File: config.mk
export PLATFORM = sky130hd
export DESIGN_NAME = sdr_cmd_tracker
export DESIGN_NICKNAME = d
export VERILOG_FILES = /design/src/rtl/sdr_cmd_tracker.sv
export SDC_FILE = /design/constraint.sdc
export NUM_CORES = 1
export LEC_CHECK = 0
export BUFFER_PORTS_ARGS = -buffer_cell sky130_fd_sc_hd__buf_4
export CAP_MARGIN = 20
export CORE_UTILIZATION = 45
export DETAILED_ROUTE_END_ITERATION = 16
export PLACE_DENSITY_LB_ADDON = 0.2
export REMOVE_ABC_BUFFERS = 1
export SKIP_LAST_GASP = 1
export SLEW_MARGIN = 25
export SYNTH_ARGS = -nofsm -noshare
export SYNTH_HDL_FRONTEND = slang
export SYNTH_SLANG_ARGS = --single-unit
File: constraint.sdc
create_clock -name clk -period 3.9 [get_ports clk]
set_clock_uncertainty 0.2 [all_clocks]
set_input_delay 0.78 -clock clk [delete_from_list [all_inputs] [get_ports clk]]
set_output_delay 0.78 -clock clk [all_outputs]
set_load 0.02 [all_outputs]
File: src/rtl/sdr_cmd_tracker.sv
module sdr_cmd_tracker #(
  parameter int ROW_W     = 13,
  parameter int T_RP      = 3,
  parameter int T_RAS_MAX = 8192
) (
  input  logic               clk,
  input  logic               rst_n,
  input  logic               ras_n,
  input  logic               cas_n,
  input  logic               we_n,
  input  logic [1:0]         ba,
  input  logic [ROW_W-1:0]   addr,
  input  logic [1:0]         bl_sel,
  input  logic               cl3,
  output logic [3:0]         bank_open,
  output logic [4*ROW_W-1:0] bank_row,
  output logic [3:0]         tras_timeout,
  output logic               err_act,
  output logic               err_col,
  output logic               err_emrs
);
  localparam int RPW = $clog2(T_RP + 1);
  localparam int RSW = $clog2(T_RAS_MAX + 1);

  logic [RPW-1:0] trp_q [4];
  logic [RSW-1:0] ras_q [4];
  logic [3:0]     ap_q  [4];
  logic [3:0]     close_v;

  wire a10     = addr[10];
  wire is_act  = !ras_n &  cas_n &  we_n;
  wire is_pre  = !ras_n &  cas_n & !we_n;
  wire is_col  =  ras_n & !cas_n;
  wire is_emrs = !ras_n & !cas_n & !we_n;

  wire [3:0] sel = 4'b0001 << ba;
  wire [3:0] bl  = 4'd1 << bl_sel;
  wire [3:0] cl  = cl3 ? 4'd3 : 4'd2;
  // read: last beat at CL+BL-1, internal close CL-1 cycles before it
  wire [3:0] ap_load = we_n ? (cl + bl - 4'd1 - (cl3 ? 4'd2 : 4'd1)) : bl;

  wire act_ok = !bank_open[ba] && (trp_q[ba] == '0);
  wire col_ok =  bank_open[ba] && (ap_q[ba] == 4'd0);

  always_comb
    for (int b = 0; b < 4; b++) begin
      close_v[b]      = (ap_q[b] == 4'd1) || (is_pre && (a10 || sel[b]));
      tras_timeout[b] = bank_open[b] && (ras_q[b] == RSW'(T_RAS_MAX));
    end

  always_ff @(posedge clk) begin
    if (!rst_n) begin
      bank_open <= '0;
      bank_row  <= '0;
      err_act   <= 1'b0;
      err_col   <= 1'b0;
      err_emrs  <= 1'b0;
      for (int b = 0; b < 4; b++) begin
        trp_q[b] <= '0;
        ras_q[b] <= '0;
        ap_q[b]  <= 4'd0;
      end
    end else begin
      err_act  <= is_act && !act_ok;
      err_col  <= is_col && !col_ok;
      err_emrs <= is_emrs && (bank_open != 4'd0);
      for (int b = 0; b < 4; b++) begin
        if (close_v[b] && bank_open[b])
          trp_q[b] <= RPW'(T_RP - 1);
        else if (trp_q[b] != '0)
          trp_q[b] <= trp_q[b] - 1'b1;

        if (close_v[b])
          ap_q[b] <= 4'd0;
        else if (ap_q[b] != 4'd0)
          ap_q[b] <= ap_q[b] - 4'd1;
        else if (is_col && col_ok && a10 && sel[b])
          ap_q[b] <= ap_load;

        if (close_v[b]) begin
          bank_open[b] <= 1'b0;
        end else if (is_act && act_ok && sel[b]) begin
          bank_open[b]                  <= 1'b1;
          bank_row[b*ROW_W +: ROW_W]    <= addr;
          ras_q[b]                      <= '0;
        end else if (bank_open[b] && (ras_q[b] < RSW'(T_RAS_MAX))) begin
          ras_q[b] <= ras_q[b] + 1'b1;
        end
      end
    end
  end
endmodule

**Word-level counts from Yosys, hierarchy flattened**

Memory sizes are Yosys's and may differ from the RTL's.
Index checks and enable logic that the tools add are counted.

- Register bits: 59
- RAM bits: 80
- Word-level logic and storage cells: 294
- Memories: 3

Memories:

| memory | words | bits a word | read ports | clocked after Yosys merged registers in | wr ports | line | RTL |
|---|---|---|---|---|---|---|---|
| ras_q | 4 | 14 | 4 | 0 | 4 | 26 | `logic [RSW-1:0] ras_q [4];` |
| ap_q | 4 | 4 | 5 | 0 | 4 | 27 | `logic [3:0] ap_q [4];` |
| trp_q | 4 | 2 | 5 | 0 | 4 | 25 | `logic [RPW-1:0] trp_q [4];` |

- Add/sub/neg operators: 15
- Magnitude comparators: 5
- Eq/ne operators: 8
- Shift operators: 2
- Mux-type cells: 146
- Bitwise logic cells: 39
- Reductions and logical operators: 65

Operator list:

| kind | count |
|---|---|
| two-way mux 1 bit | 115 |
| two-way mux 14 bit | 8 |
| adder 14 x 1 -> 14 bit, second input constant | 4 |
| equality test 14 bit, second input constant | 4 |
| less-than comparator 14 bit, second input constant | 4 |
| two-way mux 4 bit | 13 |
| logical AND 1 bit | 32 |
| OR 1 bit | 28 |
| nonzero test 4 bit | 5 |
| subtractor 4 x 1 -> 4 bit, second input constant | 5 |
| two-way mux 2 bit | 9 |
| equality test 4 x 1 -> 1 bit, second input constant | 4 |
| logical OR 1 bit | 8 |
| AND reduction 2 bit | 4 |
| nonzero test 2 bit | 4 |
| OR reduction 2 bit | 4 |
| << shifter 1 x 2 -> 4 bit, first input constant | 2 |
| subtractor 2 x 1 -> 2 bit, second input constant | 4 |
| bitwise AND 1 bit | 6 |
| logical NOT 1 bit | 6 |
| inverter 1 bit | 5 |
| adder 2 x 4 -> 4 bit | 1 |
| logical NOT 4 bit | 1 |
| subtractor 4 x 2 -> 4 bit | 1 |
| other kinds (3) | 3 |

**Longest topological paths before layout**

- Depth in word-level cells: 12
- Depth in mapped cells: 9

**Least setup slack after synthesis**

No wires, ideal clock.

- Path type: in2reg
- Start: input port ba[0]
- End: memory ras_q[0][0] (netlist name), enable pin
- Library setup time: 0.373 ns
- Arrival: 2.410 ns
- Path slack: 0.916 ns
- Cell stages on the path: 6
- Path buffers: 2
- Cell sequence: mux4_2 nor2_8 and3_1 buf_4 buf_8 nand3b_1

RTL lines:

| what | line | RTL |
|---|---|---|
| start, declared | 11 | `input logic [1:0] ba,` |
| end, declared | 26 |  |

==> flow_metrics.tcl <==
set metrics [dict create \
    status "finished clean" \
    cts.sinks 139 \
    area_growth_syn_to_layout_pct 19.8 \
    synth_top_area_frac 0.332 \
    grt_use_met3 0.0511 \
    drive_gt1_frac 0.179 \
    start_util 0.469 \
    grt_util_met2 0.351 \
    ios 86 \
    grt_pass1_vias 5485 \
    crit_type "flop to output pin" \
    critPathMaxFanout 6 \
    finalHoldViolCount 0 \
    grt_antenna_before_repair 0 \
    cp.arrival_ns 2.10 \
    postCtsSetupRepairBufs 0 \
    postCtsHoldBufs 0 \
    vias_per_cell 5.41 \
    syn-instance-count 717 \
    grt.met1_usage 0.256 \
    synth_ff_type "edfxtp_1" \
    drtAntennaViolNets 0 \
    ys_seq_area_frac 0.495 \
    timing.final.crit_share 0.791 \
    die_w_um 129 \
    cts_buffers 17 \
    hold_slack_ns 0.257 \
    ys_ff_latch 139 \
    rsz0062_at_grt "no" \
    yosysTopAreaCell "edfxtp_1" \
    synth_cell_types 62 \
    synth.most_common_cell "nand2_1" \
    power_density_nw_per_um2 501 \
    slew_viol_final 0 \
    drcViolationCount 0 \
    grt_pass1_wl_mm 26.8 \
    coreArea_um2 15400 \
    leakagePower_uw 0.00349 \
    root_buffer "clkbuf_16" \
    period_minus_slack_ns 3.08 \
    max_freq_ghz 0.324 \
    worst_pin_slew_ns 0.695 \
    gp_congestion 0.801 \
    async_reset_ff_frac 0 \
    wl_per_cell_um 15.8 \
    antennaDiodeCount 0 \
    num_rows 45 \
    drt_wl_total_mm 16.2 \
    yosys_warnings 0 \
    dieArea_um2 16600 \
    drt_first_pass_iters 5 \
    grt-ovfl-total 0 \
    vias 5563 \
    worstPathRequired_ns 2.92 \
    dp_hpwl_mm 11.4 \
    path_clk_slew_ns 0.06 \
    die_h_um 129 \
    syn_avg_cell_area_um2 10.1 \
    maxCapViolations 0 \
    ys_top_cells_by_area "edfxtp_1, dfxtp_1, mux2i_1, nand2_1, nor2_1" \
    final_cells 1028 \
    ctsResizeCount 0 \
    fillers 1374 \
    tns_ns 0 \
    fin_nets 851 \
    synth-edff-count 80 \
    hp-class "flop to flop" \
    clock_latency_ns 0.43 \
    synth_commonest_cells "nand2_1, nor2_1, edfxtp_1, dfxtp_1, mux2i_1" \
    slew_headroom 0.532 \
    ir_worst_vdd_mv 0.329 \
    grtUsageTotal 0.206 \
    dp.cells 996 \
    grt_max_degree 57 \
    critPathLaunchType "flop" \
    dr.first_iter.drc_count 380 \
    busiest_layer "met2" \
    port-buffer-count 85 \
    clockBufferDepth 2 \
    tritoncts "done" \
    worst_setup_path_end_kind "output pin" \
    htreeDepth 4 \
    setup_viol 0 \
    netlist_area_um2 7240 \
]
## kinds of logic (layout without fill, tap and decap cells)
logic type	after synthesis	after routing	share of synthesized area
mux	56	56	0.0792
fa+ha+maj	24	24	0.0415
buf+inv	69	169	0.0422
compound gates	59	59	0.0581
flops	139	139	0.495
xor+xnor	45	45	0.0544
simple gates	325	325	0.230
## state kept, by name, summed over array words and instances (netlist names)
name	count
err_emrs	1
trp_q	8
bank_open	4
bank_row	52
err_col	1
ras_q	56
err_act	1
ap_q	16
## per-stage QoR
step / cell area [um^2] / utilization / power, uW / worst slack, ns
6_report: 8670 / 0.562 / 4350 / 0.815
3_3_place_gp: 8080 / 0.524 / 2710 / 0.769
2_1_floorplan: 7080 / - / 2500 / 0.710
3_5_place_dp: 8080 / 0.524 / 2760 / 0.671
5_1_grt: 8670 / 0.562 / 4560 / 0.722
4_1_cts: 8670 / 0.562 / 4370 / 0.765
## power breakdown
group	switching (uW)	internal [uW]	total (uW)
Clock	691	918	1610
Sequential	144	1750	1890
Combinational	496	346	842
Total	1330	3010	4350
## critical path, stage by stage (launching register included)
cell and delay (ns):
edfxtp_1 0.49, or4b_2 0.71, nor4_1 0.28, buf_4 0.20
## metal layers
metal,up-vias,share of wire
met5,-,0
met4,0,0.012
met3,15,0.045
met2,129,0.49
met1,2678,0.45
li1,2741,-
## placed cells by master, fill, tap and decap left out, types with 4 or more instances in the layout
master | synthesis | layout
a31oi_1 | 4 | 4
nor2_1 | 83 | 83
mux2i_1 | 55 | 55
xnor2_1 | 20 | 20
clkbuf_16 | 0 | 19
dfxtp_1 | 59 | 59
nand3_1 | 35 | 35
o21ai_0 | 8 | 8
inv_8 | 0 | 5
inv_1 | 40 | 40
and4_1 | 5 | 5
edfxtp_1 | 80 | 80
and3_1 | 7 | 7
nor3_1 | 16 | 16
a21oi_1 | 13 | 13
nor4b_1 | 8 | 8
nand2_1 | 91 | 91
nor4_1 | 17 | 17
nor2b_1 | 6 | 6
xor2_1 | 25 | 25
nand3b_1 | 7 | 7
nand4_1 | 19 | 19
o2bb2ai_1 | 4 | 4
or3_1 | 4 | 4
buf_4 | 2 | 97
ha_1 | 24 | 24
nand2b_1 | 6 | 6
## layout make-up
type | count | area (um^2) | share of cell area
clock buffers | 19 | 475 | 0.0548
clock inverters | 13 | 120 | 0.0139
inverters | 40 | 150 | 0.0173
multi-input cells | 509 | 3350 | 0.386
flip-flops and latches | 139 | 3580 | 0.413
well taps | 211 | 264 | 0.0304
repair buffers | 97 | 728 | 0.0840
## worst paths after layout
path | startpoint | to | slack, ns | depth (start not counted)
worst min-delay path | bank_row[40] | bank_row[40] | 0.26 | 2
worst max-delay path | ras_q[0][2] | tras_timeout[0] | 0.82 | 3
worst max register to register | ap_q[3][1] | ras_q[3][4] | 1.07 | 7
worst min register to register | bank_row[40] | bank_row[40] | 0.26 | 2
Power figures use the tool's default switching activity.
